## src/rtl/cap_pkg.sv

```systemverilog
`timescale 1ns/1ps
package cap_pkg;
  // Configuration bundle handed to the capture core.
  typedef struct packed {
    logic filt_en;
    logic edge_rise;
    logic top_mode;
  } cap_cfg_t;
endpackage

```

## src/rtl/cap_pin_sync.sv

```systemverilog
`timescale 1ns/1ps
module cap_pin_sync #(
  parameter int STAGES = 2
) (
  input  logic clk,
  input  logic rst_n,
  input  logic d,
  output logic q
);
  logic [STAGES-1:0] chain_q;
  logic [STAGES-1:0] chain_d;

  always_comb begin
    chain_d = STAGES'({chain_q, d});
  end

  always_ff @(posedge clk or negedge rst_n) begin
    if (!rst_n) chain_q <= '0;
    else        chain_q <= chain_d;
  end

  assign q = chain_q[STAGES-1];
endmodule

```

## src/rtl/cap_noise_filter.sv

```systemverilog
`timescale 1ns/1ps
module cap_noise_filter #(
  parameter int LEN = 4
) (
  input  logic clk,
  input  logic rst_n,
  input  logic d,
  output logic q
);
  localparam int HW = LEN - 1;

  logic [HW-1:0] hist_q;
  logic [HW-1:0] hist_d;
  logic          all_same;
  logic          q_d;

  // hist_q[0] holds the previous sample; the current input completes the window.
  always_comb begin
    hist_d   = HW'({hist_q, d});
    all_same = (hist_q == {HW{d}});
    q_d      = all_same ? d : q;
  end

  always_ff @(posedge clk or negedge rst_n) begin
    if (!rst_n) begin
      hist_q <= '0;
      q      <= 1'b0;
    end else begin
      hist_q <= hist_d;
      q      <= q_d;
    end
  end

  // the output may only move after a full window of agreeing samples.
  p_filter_window_r3: assert property (@(posedge clk) disable iff (!rst_n)
    (q != $past(q)) |-> $past(all_same));
endmodule

```

## src/rtl/cap_capture_core.sv

```systemverilog
`timescale 1ns/1ps
module cap_capture_core
  import cap_pkg::*;
#(
  parameter int CW = 16
) (
  input  logic          clk,
  input  logic          rst_n,
  input  logic          lvl,
  input  cap_cfg_t      cfg,
  input  logic [CW-1:0] count_val,
  input  logic          cnt_at_top,
  input  logic          flag_clr,
  input  logic          irq_ack,
  output logic [CW-1:0] cap_reg,
  output logic          cap_flag
);
  logic          prev_q;
  logic          cap_event;
  logic          load_en;
  logic          cap_set;
  logic          flag_d;
  logic [CW-1:0] cap_d;

  always_comb begin
    cap_event = cfg.edge_rise ? (lvl & ~prev_q) : (~lvl & prev_q);
    load_en   = cap_event & ~cfg.top_mode;
    cap_set   = cfg.top_mode ? cnt_at_top : cap_event;
    cap_d     = count_val;
    if (cap_set)                 flag_d = 1'b1;
    else if (flag_clr | irq_ack) flag_d = 1'b0;
    else                         flag_d = cap_flag;
  end

  always_ff @(posedge clk or negedge rst_n) begin
    if (!rst_n) begin
      prev_q   <= 1'b0;
      cap_flag <= 1'b0;
    end else begin
      prev_q   <= lvl;
      cap_flag <= flag_d;
    end
  end

  always_ff @(posedge clk or negedge rst_n) begin
    if (!rst_n)       cap_reg <= '0;
    else if (load_en) cap_reg <= cap_d;
  end

  p_top_holds_r7: assert property (@(posedge clk) disable iff (!rst_n)
    cfg.top_mode |=> $stable(cap_reg));
  p_set_wins_r9: assert property (@(posedge clk) disable iff (!rst_n)
    cap_set |=> cap_flag);
  p_clear_r8: assert property (@(posedge clk) disable iff (!rst_n)
    (!cap_set && (flag_clr || irq_ack)) |=> !cap_flag);
  p_one_shot_r5: assert property (@(posedge clk) disable iff (!rst_n)
    cap_event |=> !cap_event);
endmodule

```

## src/rtl/input_capture_unit.sv

```systemverilog
`timescale 1ns/1ps
module input_capture_unit
  import cap_pkg::*;
#(
  parameter int CW          = 16,
  parameter int SYNC_STAGES = 2,
  parameter int FILT_LEN    = 4
) (
  input  logic          clk,
  input  logic          rst_n,
  input  logic          cap_pin,
  input  logic [CW-1:0] count_val,
  input  logic          cnt_at_top,
  input  logic          filt_en,
  input  logic          edge_rise,
  input  logic          top_mode,
  input  logic          flag_clr,
  input  logic          irq_ack,
  input  logic          irq_en,
  input  logic          gie,
  output logic [CW-1:0] cap_value,
  output logic          cap_flag,
  output logic          irq
);
  logic     pin_s;
  logic     pin_f;
  logic     lvl;
  cap_cfg_t cfg;

  cap_pin_sync #(.STAGES(SYNC_STAGES)) u_sync (
    .clk(clk), .rst_n(rst_n), .d(cap_pin), .q(pin_s)
  );

  cap_noise_filter #(.LEN(FILT_LEN)) u_filt (
    .clk(clk), .rst_n(rst_n), .d(pin_s), .q(pin_f)
  );

  always_comb begin
    cfg.filt_en   = filt_en;
    cfg.edge_rise = edge_rise;
    cfg.top_mode  = top_mode;
    lvl           = cfg.filt_en ? pin_f : pin_s;
  end

  cap_capture_core #(.CW(CW)) u_core (
    .clk(clk), .rst_n(rst_n), .lvl(lvl), .cfg(cfg),
    .count_val(count_val), .cnt_at_top(cnt_at_top),
    .flag_clr(flag_clr), .irq_ack(irq_ack),
    .cap_reg(cap_value), .cap_flag(cap_flag)
  );

  assign irq = cap_flag & irq_en & gie;
endmodule

```

## config.mk

```make
export PLATFORM = sky130hd
export DESIGN_NAME = input_capture_unit
export DESIGN_NICKNAME = d
export VERILOG_FILES = /design/src/rtl/cap_pkg.sv /design/src/rtl/cap_pin_sync.sv /design/src/rtl/cap_noise_filter.sv /design/src/rtl/cap_capture_core.sv /design/src/rtl/input_capture_unit.sv
export SDC_FILE = /design/constraint.sdc
export NUM_CORES = 1
export LEC_CHECK = 0
export BUFFER_PORTS_ARGS = -buffer_cell sky130_fd_sc_hd__buf_2
export CAP_MARGIN = 15
export CORE_MARGIN = 2
export CORE_UTILIZATION = 23
export DETAILED_ROUTE_END_ITERATION = 7
export SETUP_SLACK_MARGIN = 0.1
export SLEW_MARGIN = 15
export SYNTH_ARGS = -nofsm -noshare
export SYNTH_HDL_FRONTEND = slang
export SYNTH_HIERARCHICAL = 1
export SYNTH_SLANG_ARGS = --single-unit
```

## constraint.sdc

```tcl
create_clock -name clk -period 4.6 [get_ports clk]
set_clock_uncertainty 0.05 [all_clocks]
set_input_delay 0.23 -clock clk [delete_from_list [all_inputs] [get_ports clk]]
set_output_delay 0.23 -clock clk [all_outputs]
set_load 0.01 [all_outputs]
```

### Word-level counts from Yosys, hierarchy flattened

Cells that the tools add are included.

* bits of input ports: 27
* register bits: 24
* word-level logic and storage cells: 22

* reductions and logical operators: 1
* bitwise operators: 9
* mux-type cells: 5
* eq/ne operators: 1

Operators with widths (number)
* $and A1 B1 Y1: 5
* $mux W1: 5
* $eq A3 B3 Y1: 1
* $not A1 Y1: 3
* $reduce_bool A2 Y1: 1
* $or A1 B1 Y1: 1

### Depth between registers and ports, before layout

Gate-level depths: netlist of the first run.

* depth in word-level cells: 6
* depth in mapped cells: 5
* gate-level depth less buffers: 4

### Cells and area by module

Netlist of the first run, hierarchy kept.

Modules (own cells, without submodules)
* cap_capture_core: area each 704.4 um^2, cells each 41, instances 1, seq. area each 450.4 um^2
* cap_noise_filter: area each 126.4 um^2, cells each 7, instances 1, seq. area each 100.1 um^2
* cap_pin_sync: area each 50.0 um^2, cells each 2, instances 1, seq. area each 50.0 um^2
* input_capture_unit: area each 21.3 um^2, cells each 2, instances 1, seq. area each 0.0 um^2

### Worst setup path before layout of the first run

Ideal clock, no wire load.

* kind: register -> register
* from: register u_sync.chain_q[1]
* to: register u_core.cap_reg[0]
* path buffers: 1
* setup slack: 2.834 ns
* cell stages (with the launch flop): 6
* setup time: 0.125 ns
* required time: 4.425 ns
* clock period less this slack: 1.766 ns
* arrival: 1.591 ns
* cells stage by stage: dfrtp_1 mux2_4 and4bb_2 nor2_4 buf_6 mux2_2

* word-level cells in the longest chain between the ends: 5

Ends and longest elaborated chain
* start: declaration: line cap_pin_sync.sv:10 `logic [STAGES-1:0] chain_q;`
* start signal: assignment: line cap_pin_sync.sv:19 `else chain_q <= chain_d;`
* $mux W1 (*): line input_capture_unit.sv:42 `lvl = cfg.filt_en ? pin_f : pin_s;`
* via lvl: line input_capture_unit.sv:27 `logic lvl;`
* $not A1 Y1: line cap_capture_core.sv:26 `cap_event = cfg.edge_rise ? (lvl & ~prev_q) : (~lvl & prev_q);`
* $and A1 B1 Y1: line cap_capture_core.sv:26
* $mux W1 (*): line cap_capture_core.sv:26
* $and A1 B1 Y1 (*): line cap_capture_core.sv:27 `load_en = cap_event & ~cfg.top_mode;`
* end signal: assignment: line cap_capture_core.sv:47 `else if (load_en) cap_reg <= cap_d;`
* end: declaration: line cap_capture_core.sv:15 `output logic [CW-1:0] cap_reg,`

Mark *: on every way through the listed nets, which the timed path passes. The rest lies on a longest branch.
A chain may end at the register's enable or synchronous reset.

### Worst setup path in the final report of the first run

* from: register u_sync.chain_q[1]
* to: register u_core.cap_reg[6]

The elaborated chain is that of the path after synthesis.

==> results.md, run 1 <==
- Status: complete, no violations
- Residual DRC: 0
- Critical path data required time: approximately 4.7 ns
- GRT Util Overall: 0.0737
- Reg2reg start: u_sync/chain_q[1]
- Final setup viols: 0
- CTS max path bufs: 2
- Initial Util: 0.243
- Antenna Nets Post-Route: 0
- Delay-heaviest family, CP: multiplexers
- GP Congestion: approximately 0.57
- Largest net degree at the start of global routing: 25
- Top cell type's share of synthesized area: 0.666
- Antenna fix cells: 0
- Nets@finish: ~130
- TritonCTS Buffers: 3
- DRT Wirelength: about 1.6 mm
- Die area: ~4400 sq um
- Pwr/cell area: 495 nW/um^2
- I/O Buffers: 44
- Setup Total Neg Slack: 0 ns
- Min Tclk post-route: between 1.5 and 2 ns
- Tcrit/Tclk final: 0.419
- Worst Path Max Fanout: 17
- Wirelength per Cell: between 10 and 15 microns
- Tot Pwr: between 0.0006 and 0.0007 W
- Min-Delay Startpoint: cap_pin
- Yosys warning count: 6
- Vias in the first global route: roughly 540
- First-pass GRT wire length: 2.39 mm
- Bufs and invs on worst path: 0
- Fillers: 372
- Adder-Cell Fraction of Synth Area: 0
- Hold depth: 1
- Leak: roughly 0.61 nW
- Critical path cell sequence: mux2_4, and4bb_2, nor2_4, mux2_2
- Fraction of layout cells with a size suffix above 1: 0.690
- Worst setup startpoint: u_sync/chain_q[1]
- CP Depth: 4
- Area occupied by registers: approximately 600 sq um
- Synthesized cell area: ~900 sq um
- Die W: 66.6 microns
- DIE HEIGHT: ~67 microns
- Ports: 45
- Mean area per synthesized cell: approximately 17 sq um
- Core ar.: between 3000 and 4000 sq um
- Maximum capacitance violations: 0
- Seq/Total Area, Yosys: 0.666
- Worst Setup Start Kind: flop
- Critical path's largest stage delay: 0.42 ns
- Peak supply drop: 0.000120 V
- RSZ-0062 raised after global routing: no
- Synth-to-layout area growth: 37.0%
- Synth top area cells: dfrtp_1 (67%), mux2_2 (20%), nor4b_4 (2.6%)
- Worst skew pair latency: 0.26 ns
- Simple-gate area share of the yosys netlist: 0.0791
- WP data arrival: about 2.0 ns
- Max FFs per register: 16
- Global route overflow: 0
- Std-Cell Rows: 22
- Clock Sinks: 24
- Post-synthesis compound-gate area fraction: 0.0264
- Initial antenna violation count: 0
- Register-to-Register Path Depth: 4
- Count of different cell masters after synthesis: 13
- Fin. Hold Viols: 0
- Clock input transition at the sequential cells of the worst setup and hold paths: around 0.080 ns
- Slew Limit Fails: 0
- Finished Core Util: 0.333
- Most common cell after layout, fill and taps aside: buf_2
- CTS root buf: clkbuf_8
- Synth Register Bits: 24
- Most frequent cells in the layout: buf_2 (44), dfrtp_1 (24), mux2_2 (16)
- TritonRoute pass-1 iters: 4
- Synthesized net count: between 70 and 80
- Total number of H-tree levels: 1
- Area of the multi-input gates: 290 sq um
- Xor/xnor share of the synthesized area: 0
- Rel. slew slack: 0.650
- Slew @ Worst Pin: about 0.52 ns
- Post-route insts no fill: 148
- Worst setup EP type: flop
- Vias: 600
- F_max: between 500 and 600 MHz
- CTS tree: yes
- Via density: just over 4
- Crit path kind: flop to flop
- Iter 0 DRT Violations: 1
- CP max stage cell: dfrtp_1
- Placed cells: about 140
- HP Class: input port to flop
- Largest area contributor in the netlist: dfrtp_1
- Largest family of logic cells by synthesized area: multiplexers
- Mux cell area share after synthesis: 0.216
- Post-Syn Instances: 52
## routing by layer
metal,track usage,routed length [microns],vias to the layer above
met4,0.0612,27,0
met5,0,0,-
li1,-,-,279
met2,0.115,792,26
met1,0.0853,655,293
met3,0.0169,123,2
## cell usage after synthesis
cell type and n:
nor2_1 1, dfrtp_1 24, nor2_4 1, and4bb_2 1
buf_6 1, a22oi_1 1, nand4_1 1, and3_1 1
mux2_2 16, nor4b_4 1, nand2_1 2, o41ai_2 1
mux2_4 1
## repair_timing
item,in CTS,in global routing
hold buffers,1,0
endpoints found under the hold margin,24,0
buffers inserted,0,0
resized for setup,0,0
## final timing paths
path                                endpoint  slack, ns
setup / recovery           u_core/cap_reg[6]       2.67
hold / removal             u_sync/chain_q[0]       0.02
setup reg to reg           u_core/cap_reg[6]       2.67
hold reg to reg            u_sync/chain_q[1]       0.32
max in group asynchronous   u_filt/hist_q[1]       3.73
min in group asynchronous  u_sync/chain_q[1]       0.42
## through the flow
stage	worst slack [ns]	hold WS, ns	instance area (sq um)
2_1_floorplan	2.83	-0.116	902
3_3_place_gp	2.72	0.174	1170
3_5_place_dp	2.64	0.197	1170
4_1_cts	2.64	0.0135	1240
5_1_grt	2.57	0.0171	1240
6_report	2.67	0.0216	1240
## report_power, final
group | total (W) | internal (W) | leakage, nW | switching (W)
registers | 0.000299 | 0.000272 | 0.282 | 0.0000277
logic | 0.000172 | 0.0000955 | 0.296 | 0.0000762
clock network | 0.000140 | 0.0000763 | 0.0288 | 0.0000642
## final cells by class
cell class                 instances  area share
clock buffer                       4      0.0445
multi-input combinational         27       0.235
sequential                        24       0.486
tap                               48      0.0486
timing repair buffer              45       0.186
## kinds of logic (layout without fill, tap and decap cells)
family,count (synthesis),count (layout)
compound gates,2,2
buf+inv,1,49
simple gates,8,8
mux,17,17
flops,24,24
Power figures use the tool's default switching activity.
==> run 2: changes to the inputs <==
--- a/config.mk
+++ b/config.mk
@@ -5,6 +5,7 @@
 export SDC_FILE = /design/constraint.sdc
 export NUM_CORES = 1
 export LEC_CHECK = 0
+export ABC_AREA = 1
 export BUFFER_PORTS_ARGS = -buffer_cell sky130_fd_sc_hd__buf_2
 export CAP_MARGIN = 15
 export CORE_MARGIN = 2
==> constraint.sdc (replaced) <==
create_clock -name clk -period 1.7 [get_ports clk]
set_clock_uncertainty 0.05 [all_clocks]
set_input_delay 0.085 -clock clk [delete_from_list [all_inputs] [get_ports clk]]
set_output_delay 0.085 -clock clk [all_outputs]
set_load 0.01 [all_outputs]
==> run 2 against run 1 <==
Compared with the run above: register-to-register slack worse by 2.3 ns; critical path depth is 4 higher; sequential cell count stayed put; via count is 36% higher; critical path type unchanged; critical endpoint is now u_core/cap_reg[4].
==> results.md, run 2 <==
- RSZ-0062 raised after global routing: no
- Design area: 1280 sq um (+3.9%)
- Synth top area cells: dfrtp_1 (62%), nand2_1 (16%), nand3_1 (9.3%)
- CTS root buf: clkbuf_8
- Min-Delay Startpoint: cnt_at_top
- DP Area: 1220 sq um (+4.5%)
- Count of different cell masters after synthesis: 12 (-1)
- Synth Register Bits: 24 (unchanged)
- Wirelength per Cell: 10.6 microns (-1.7%)
- Post-synthesis compound-gate area fraction: 0 (-0.0264)
- Fillers: 431 (+16%)
- Die W: 68.9 microns (+3.4%)
- Post-Syn Instances: 103 (+98%)
- GRT Util Overall: 0.0962 (+0.0225)
- Iter 0 DRT Violations: 25 (+24)
- Ports: 45 (unchanged)
- Final setup viols: 0 (unchanged)
- Seq/Total Area, Yosys: 0.620 (-0.0456)
- TritonRoute pass-1 iters: 4 (unchanged)
- Commonest cells post-synth: nand2_1 (41), dfrtp_1 (24), nand3_1 (18)
- GP Congestion: 0.740 (+31%)
- DP Wirelength: between 1.5 and 2 mm
- Reg2reg start: u_sync/chain_q[1]
- Prevailing post-synth register cell: dfrtp_1
- Most common cell in the netlist: nand2_1
- Synth async-reset ratio: 1.00 (unchanged)
- Worst Path Max Fanout: 17 (unchanged)
- Register-to-Register Path Depth: 8 (+4)
- Initial antenna violation count: 0 (unchanged)
- Synthesized net count: 130 (+65%)
- Worst Setup Start Kind: flop
- Clock input transition at the sequential cells of the worst setup and hold paths: 0.08 ns (about the same)
- Number of synthesized flops with an enable pin: 0 (unchanged)
- Comb pwr share: 0.253 (-0.028)
- I/O Buffers: 44 (unchanged)
- Resize count post-CTS: 0 (unchanged)
- Worst R2R End: u_core/cap_reg[4]
- HP Class: input port to flop
- Via density: 4.11 (+1.3%)
- Largest family of logic cells by synthesized area: simple AND/OR/NAND/NOR gates
- Largest net degree at the start of global routing: 25 (unchanged)
- Setup Total Neg Slack: 0 ns (unchanged)
- Peak supply drop: 0.000447 V (+270%)
- Fin. Hold Viols: 0 (unchanged)
- WP data arrival: 1.46 ns (-0.56 ns)
- R2R Setup Slk: 0.35 ns (-2.33 ns)
- Vias in the first global route: 730 (+36%)
- Min Tclk post-route: 1.35 ns (-0.571 ns)
- Clock power share: 0.225 (-0.005)
- Status: complete, no violations
- Slew @ Worst Pin: 0.525 ns (-0.000154 ns)
- CTS tree: yes
- Pwr/cell area: 1130 nW/um^2 (+130%)
- Die area: 4750 sq um (+6.9%)
- Max FFs per register: 16 (unchanged)
- P_sw: 0.000450 W (+170%)
- Yosys warning count: 6 (unchanged)
- Top cell type's share of synthesized area: 0.620 (-0.0456)
- Rel. slew slack: 0.650 (about the same)
- CTS max path bufs: 2 (unchanged)
- Worst setup EP type: flop
- DIE HEIGHT: 68.9 microns (+3.4%)
- Leak: 0.744 nW (+23%)
- Hold depth: 3 (+2)
- Initial Util: 0.240 (-0.00239)
- Switching part of the total power: 0.309 (+0.0346)
- Antenna fix cells: 0 (unchanged)
- Slew Limit Fails: 0 (unchanged)
- Total number of H-tree levels: 1 (unchanged)
- Xor/xnor share of the synthesized area: 0 (unchanged)
- Largest area contributor in the netlist: dfrtp_1
- Maximum capacitance violations: 0 (unchanged)
- TritonCTS Buffers: 3 (unchanged)
- Global route overflow: 0 (unchanged)
- Vias: 817 (+36%)
- Seq pwr share: 0.522 (+0.032)
- Tcrit/Tclk final: 0.797 (+0.378)
- Synth-to-layout area growth: 32.7%
- Antenna Nets Post-Route: 0 (unchanged)
- Critical path data required time: 1.80 ns (-2.90 ns)
- Simple-gate area share of the yosys netlist: 0.320 (+0.241)
- F_max: 738 MHz (+42%)
- Crit path kind: flop to flop
- Tot Pwr: 0.00145 W (+140%)
- Cell internal pwr: 0.00100 W (+130%)
- First-pass GRT wire length: 3.39 mm (+42%)
- Most common cell after layout, fill and taps aside: buf_2
- Adder-Cell Fraction of Synth Area: 0 (unchanged)
- Residual DRC: 0 (unchanged)
- DRT Wirelength: 2.11 mm (+32%)
- Std-Cell Rows: 23 (+4.5%)
- Core ar.: 4030 sq um (+8.4%)
- Synthesized cell area: 968 sq um (+7.4%)
- Worst Hold Path EP: u_core/cap_flag
- Mux cell area share after synthesis: 0 (-0.216)
- Nets@finish: 178 (+39%)
- Clock Sinks: 24 (unchanged)
- Most frequent cells in the layout: buf_2 (44), nand2_1 (41), dfrtp_1 (24)
- Fraction of layout cells with a size suffix above 1: 0.362 (-0.328)
- Mean area per synthesized cell: 9.40 sq um (-46%)
- Worst skew pair latency: 0.25 ns (about the same)
-- run 2: cell types whose count changed after synthesis, sizes merged, moves of 2 or more --
cell | before | now
mux2 | 17 | 0
nand2 | 2 | 45
buf | 1 | 3
nand3 | 0 | 20
inv | 0 | 8
-- run 2: worst max path at each step --
stage / startpoint / end / slack (ns) / cells after the start
CTS: u_sync/chain_q[1] / u_core/cap_reg[4] / 0.33 / 8
global placement: u_sync/chain_q[1] / u_core/cap_reg[1] / 0.38 / 8
finish: u_sync/chain_q[1] / u_core/cap_reg[4] / 0.35 / 8
floorplan: u_sync/chain_q[1] / u_core/cap_reg[0] / 0.49 / 9
global route: u_sync/chain_q[1] / u_core/cap_reg[8] / 0.16 / 8
detailed placement: u_sync/chain_q[1] / u_core/cap_reg[4] / 0.34 / 8
-- run 2: worst max-delay path, stage by stage, from the launching register on --
cell     delay [ns]
dfrtp_1        0.39
nand2_1        0.08
nand2_1        0.08
inv_1          0.08
nand3_2        0.08
nand2_4        0.17
nand2_4        0.17
nand2_1        0.09
nand2_1        0.05
-- run 2: final cells by class --
type                            instances  area (sq um)  share of cell area
Multi-Input combinational cell         68           310               0.241
Timing Repair Buffer                   46           240               0.187
Sequential cell                        24           601               0.467
Tap cell                               50          62.6              0.0487
Inverter                                8          30.0              0.0234
Clock buffer                            3          41.3              0.0321
-- run 2: per-stage QoR --
stage               std cells  setup WS, ns  utilization  hold slack (ns)
floorplan                 103         0.495            -           -0.261
global placement          194         0.380        0.304           0.0507
detailed placement        194         0.336        0.304           0.0480
finish                    199         0.345        0.319          0.00203
CTS                       199         0.329        0.319         0.000701
global route              199         0.164        0.319           0.0105
-- run 2: cells by family after synthesis --
group | count (synthesis)
and+or+nand+nor | 68
DFF | 24
buffers and inverters | 11
-- run 2: power groups by stage --
stage	combinational (W)	sequential, W	clock, W
CTS	0.000377	0.000760	0.000331
floorplan	0.000137	0.000819	0
detailed placement	0.000375	0.000766	0
finish	0.000369	0.000759	0.000327
global placement	0.000360	0.000780	0
global route	0.000419	0.000775	0.000371
-- run 2: metal layers --
| layer | routed length, microns | vias to the layer above | GRT usage |
|---|---|---|---|
| met5 | 0 | - | 0 |
| met4 | 0 | 0 | 0.0294 |
| met3 | 197 | 0 | 0.0325 |
| met2 | 930 | 34 | 0.139 |
| met1 | 985 | 371 | 0.135 |
| li1 | - | 412 | - |
-- run 2: what timing repair did --
| action | CTS | global route |
|---|---|---|
| setup buffers | 0 | 0 |
| hold buffers | 2 | 0 |
| endpoints found under the hold margin | 25 | 0 |
==> run 3: changes to the inputs <==
==> constraint.sdc (replaced) <==
create_clock -name clk -period 1.25 [get_ports clk]
set_clock_uncertainty 0.05 [all_clocks]
set_input_delay 0.0625 -clock clk [delete_from_list [all_inputs] [get_ports clk]]
set_output_delay 0.0625 -clock clk [all_outputs]
set_load 0.01 [all_outputs]
==> run 3 against run 2 <==
Compared with the run above: design area increased by 21%; clock power increased by 110%; critical path type unchanged; critical path depth unchanged; fmax increased by 13%; first-iteration DRC count decreased by 32%; hold slack improved by 0.0090 ns; critical endpoint unchanged; die area unchanged; global-route usage increased by 1.5 points; register-to-register slack got worse by 0.30 ns; sequential power increased by 36%; sequential share of layout area decreased by 8.0 points; routed wire length increased by 18%.
==> results.md, run 3 (synthesis gave the netlist of run 2 again) <==
- Status: complete, no violations
- Area occupied by registers: 601 sq um (unchanged)
- Register-to-Register Path Depth: 8 (unchanged)
- Leak: 0.854 nW (+15%)
- Worst Path Max Fanout: 10 (-7)
- Worst skew pair latency: 0.26 ns (about the same)
- Vias: 910 (+11%)
- Fin. Hold Viols: 0 (unchanged)
- Total number of H-tree levels: 1 (unchanged)
- F_max: 831 MHz (+13%)
- Antenna Nets Post-Route: 0 (unchanged)
- Pwr/cell area: 1470 nW/um^2 (+30%)
- Nets@finish: 201 (+13%)
- Maximum capacitance violations: 0 (unchanged)
- DIE HEIGHT: 68.9 microns (unchanged)
- Most frequent cells in the layout: buf_2 (44), nand2_1 (40), dfrtp_1 (24)
- Ports: 45 (unchanged)
- Residual DRC: 0 (unchanged)
- Max FFs per register: 16 (unchanged)
- Area of the multi-input gates: 322 sq um (+3.6%)
- Most common cell after layout, fill and taps aside: buf_2
- Worst setup startpoint: u_sync/chain_q[1]
- CTS root buf: clkbuf_8
- Critical path data required time: 1.40 ns (-0.40 ns)
- CTS tree: yes
- Worst Setup Start Kind: flop
- Vias in the first global route: 880 (+21%)
- TritonCTS Buffers: 3 (unchanged)
- Initial Util: 0.240 (unchanged)
- Min-Delay Startpoint: flag_clr
- Fraction of layout cells with a size suffix above 1: 0.358 (-0.00403)
- Design area: 1550 sq um (+21%)
- Critical path's largest stage delay: 0.40 ns (about the same)
- Wirelength per Cell: 11.2 microns (+5.4%)
- Most used cell, CP: nand2_1
- Rel. slew slack: 0.640 (-0.00972)
- Std-Cell Rows: 23 (unchanged)
- DRT Wirelength: 2.50 mm (+18%)
- Min Tclk post-route: 1.20 ns (-0.151 ns)
- Finished Core Util: 0.385 (+0.0661)
- Tcrit/Tclk final: 0.963 (+0.166)
- Largest net degree at the start of global routing: 25 (unchanged)
- First-pass GRT wire length: 3.90 mm (+15%)
- Reg2reg start: u_sync/chain_q[1]
- CP max stage cell: dfrtp_1
- Clock Sinks: 24 (unchanged)
- I/O Buffers: 44 (unchanged)
- Via density: 4.08 (-0.60%)
- Initial antenna violation count: 0 (unchanged)
- Hold depth: 4 (+1)
- RSZ-0062 raised after global routing: yes
- R2R Setup Slk: 0.05 ns (-0.30 ns)
- Worst Hold Path EP: u_core/cap_flag
- Final setup viols: 0 (unchanged)
- CTS max path bufs: 2 (unchanged)
- Crit path kind: flop to flop
- GRT Util Overall: 0.111 (+0.0151)
- Synth-to-layout area growth: 60.2%
- Global route overflow: 0 (unchanged)
- Setup Total Neg Slack: 0 ns (unchanged)
- DP Wirelength: 1.68 mm (+6.6%)
- Slew Limit Fails: 0 (unchanged)
- DP Area: 1250 sq um (+2.0%)
- Fillers: 425 (-1.4%)
- Die W: 68.9 microns (unchanged)
- Slew @ Worst Pin: 0.539 ns (+0.0146 ns)
- GP Congestion: 0.651 (-12%)
- Antenna fix cells: 0 (unchanged)
- Critical path cell sequence: nand2_1, nand2_2, inv_2, nand3_2, nand2_4, buf_6, nand3_1, nand2_1
- Core ar.: 4030 sq um (unchanged)
- WP data arrival: 1.36 ns (-0.10 ns)
- Iter 0 DRT Violations: 17 (-32%)
- Worst setup EP type: flop
- Worst R2R End: u_core/cap_reg[4]
- Die area: 4750 sq um (unchanged)
- Clock input transition at the sequential cells of the worst setup and hold paths: 0.09 ns (about the same)
- HP Class: input port to flop
- Peak supply drop: 0.000593 V (+33%)
- TritonRoute pass-1 iters: 4 (unchanged)
==> run 3: cell types whose count changed in the layout (fill, tap and decap cells not counted), sizes merged <==
cell and change:
dlygate4sd3 +18, buf +5, bufinv +1
==> run 3: metal layers <==
layer  global-route usage  vias up  part of all wire
li1                     -      461                 -
met1                0.148      411              0.45
met2                0.177       36              0.47
met3               0.0276        2             0.067
met4               0.0392        0            0.0068
met5                    0        -                 0
==> run 3: worst max path at each step <==
| stage | endpoint | slack, ns |
|---|---|---|
| 2_1_floorplan | u_core/cap_reg[0] | 0.05 |
| 3_3_place_gp | u_core/cap_reg[15] | 0.07 |
| 3_5_place_dp | u_core/cap_reg[13] | 0.02 |
| 4_1_cts | u_core/cap_reg[8] | 0.04 |
| 5_1_grt | u_core/cap_reg[4] | -0.07 |
| 6_report | u_core/cap_reg[4] | 0.05 |
==> run 3: worst max-delay path: cells and delay by family (launching register included) <==
kind / cells / cell delay, ns
AND/OR/NAND/NOR: 6 / 0.49
buffers and inverters: 2 / 0.20
flip-flops: 1 / 0.40
==> run 3: final cells by class <==
type | count | area share
repair buffers | 69 | 0.300
well taps | 50 | 0.0403
clock buffers | 3 | 0.0266
flip-flops and latches | 24 | 0.387
inverters | 8 | 0.0194
clock inverters | 1 | 0.0194
multi-input cells | 68 | 0.207
==> run 3: per-stage QoR <==
stage,instances,total power [W],hold slack [ns],setup WS [ns]
3_5_place_dp,197,0.00157,0.0269,0.0249
6_report,223,0.00229,0.0110,0.0463
3_3_place_gp,197,0.00156,0.0255,0.0659
5_1_grt,223,0.00244,0.0285,-0.0734
2_1_floorplan,103,0.00130,-0.283,0.0459
4_1_cts,221,0.00231,0.0129,0.0411
==> run 3: what timing repair did <==
action	4_1_cts	5_1_grt
gates resized for setup	3	0
endpoints found under the hold margin	42	0
hold buffers	20	0
endpoints found under the setup margin	17	17
buffers inserted	0	2
pin swaps	1	0
==> run 3: report_power, final <==
group	total (W)	internal (W)	switching (W)
Sequential	0.00103	0.000939	0.0000942
Combinational	0.000581	0.000271	0.000310
Clock	0.000672	0.000428	0.000245
Total	0.00229	0.00164	0.000649
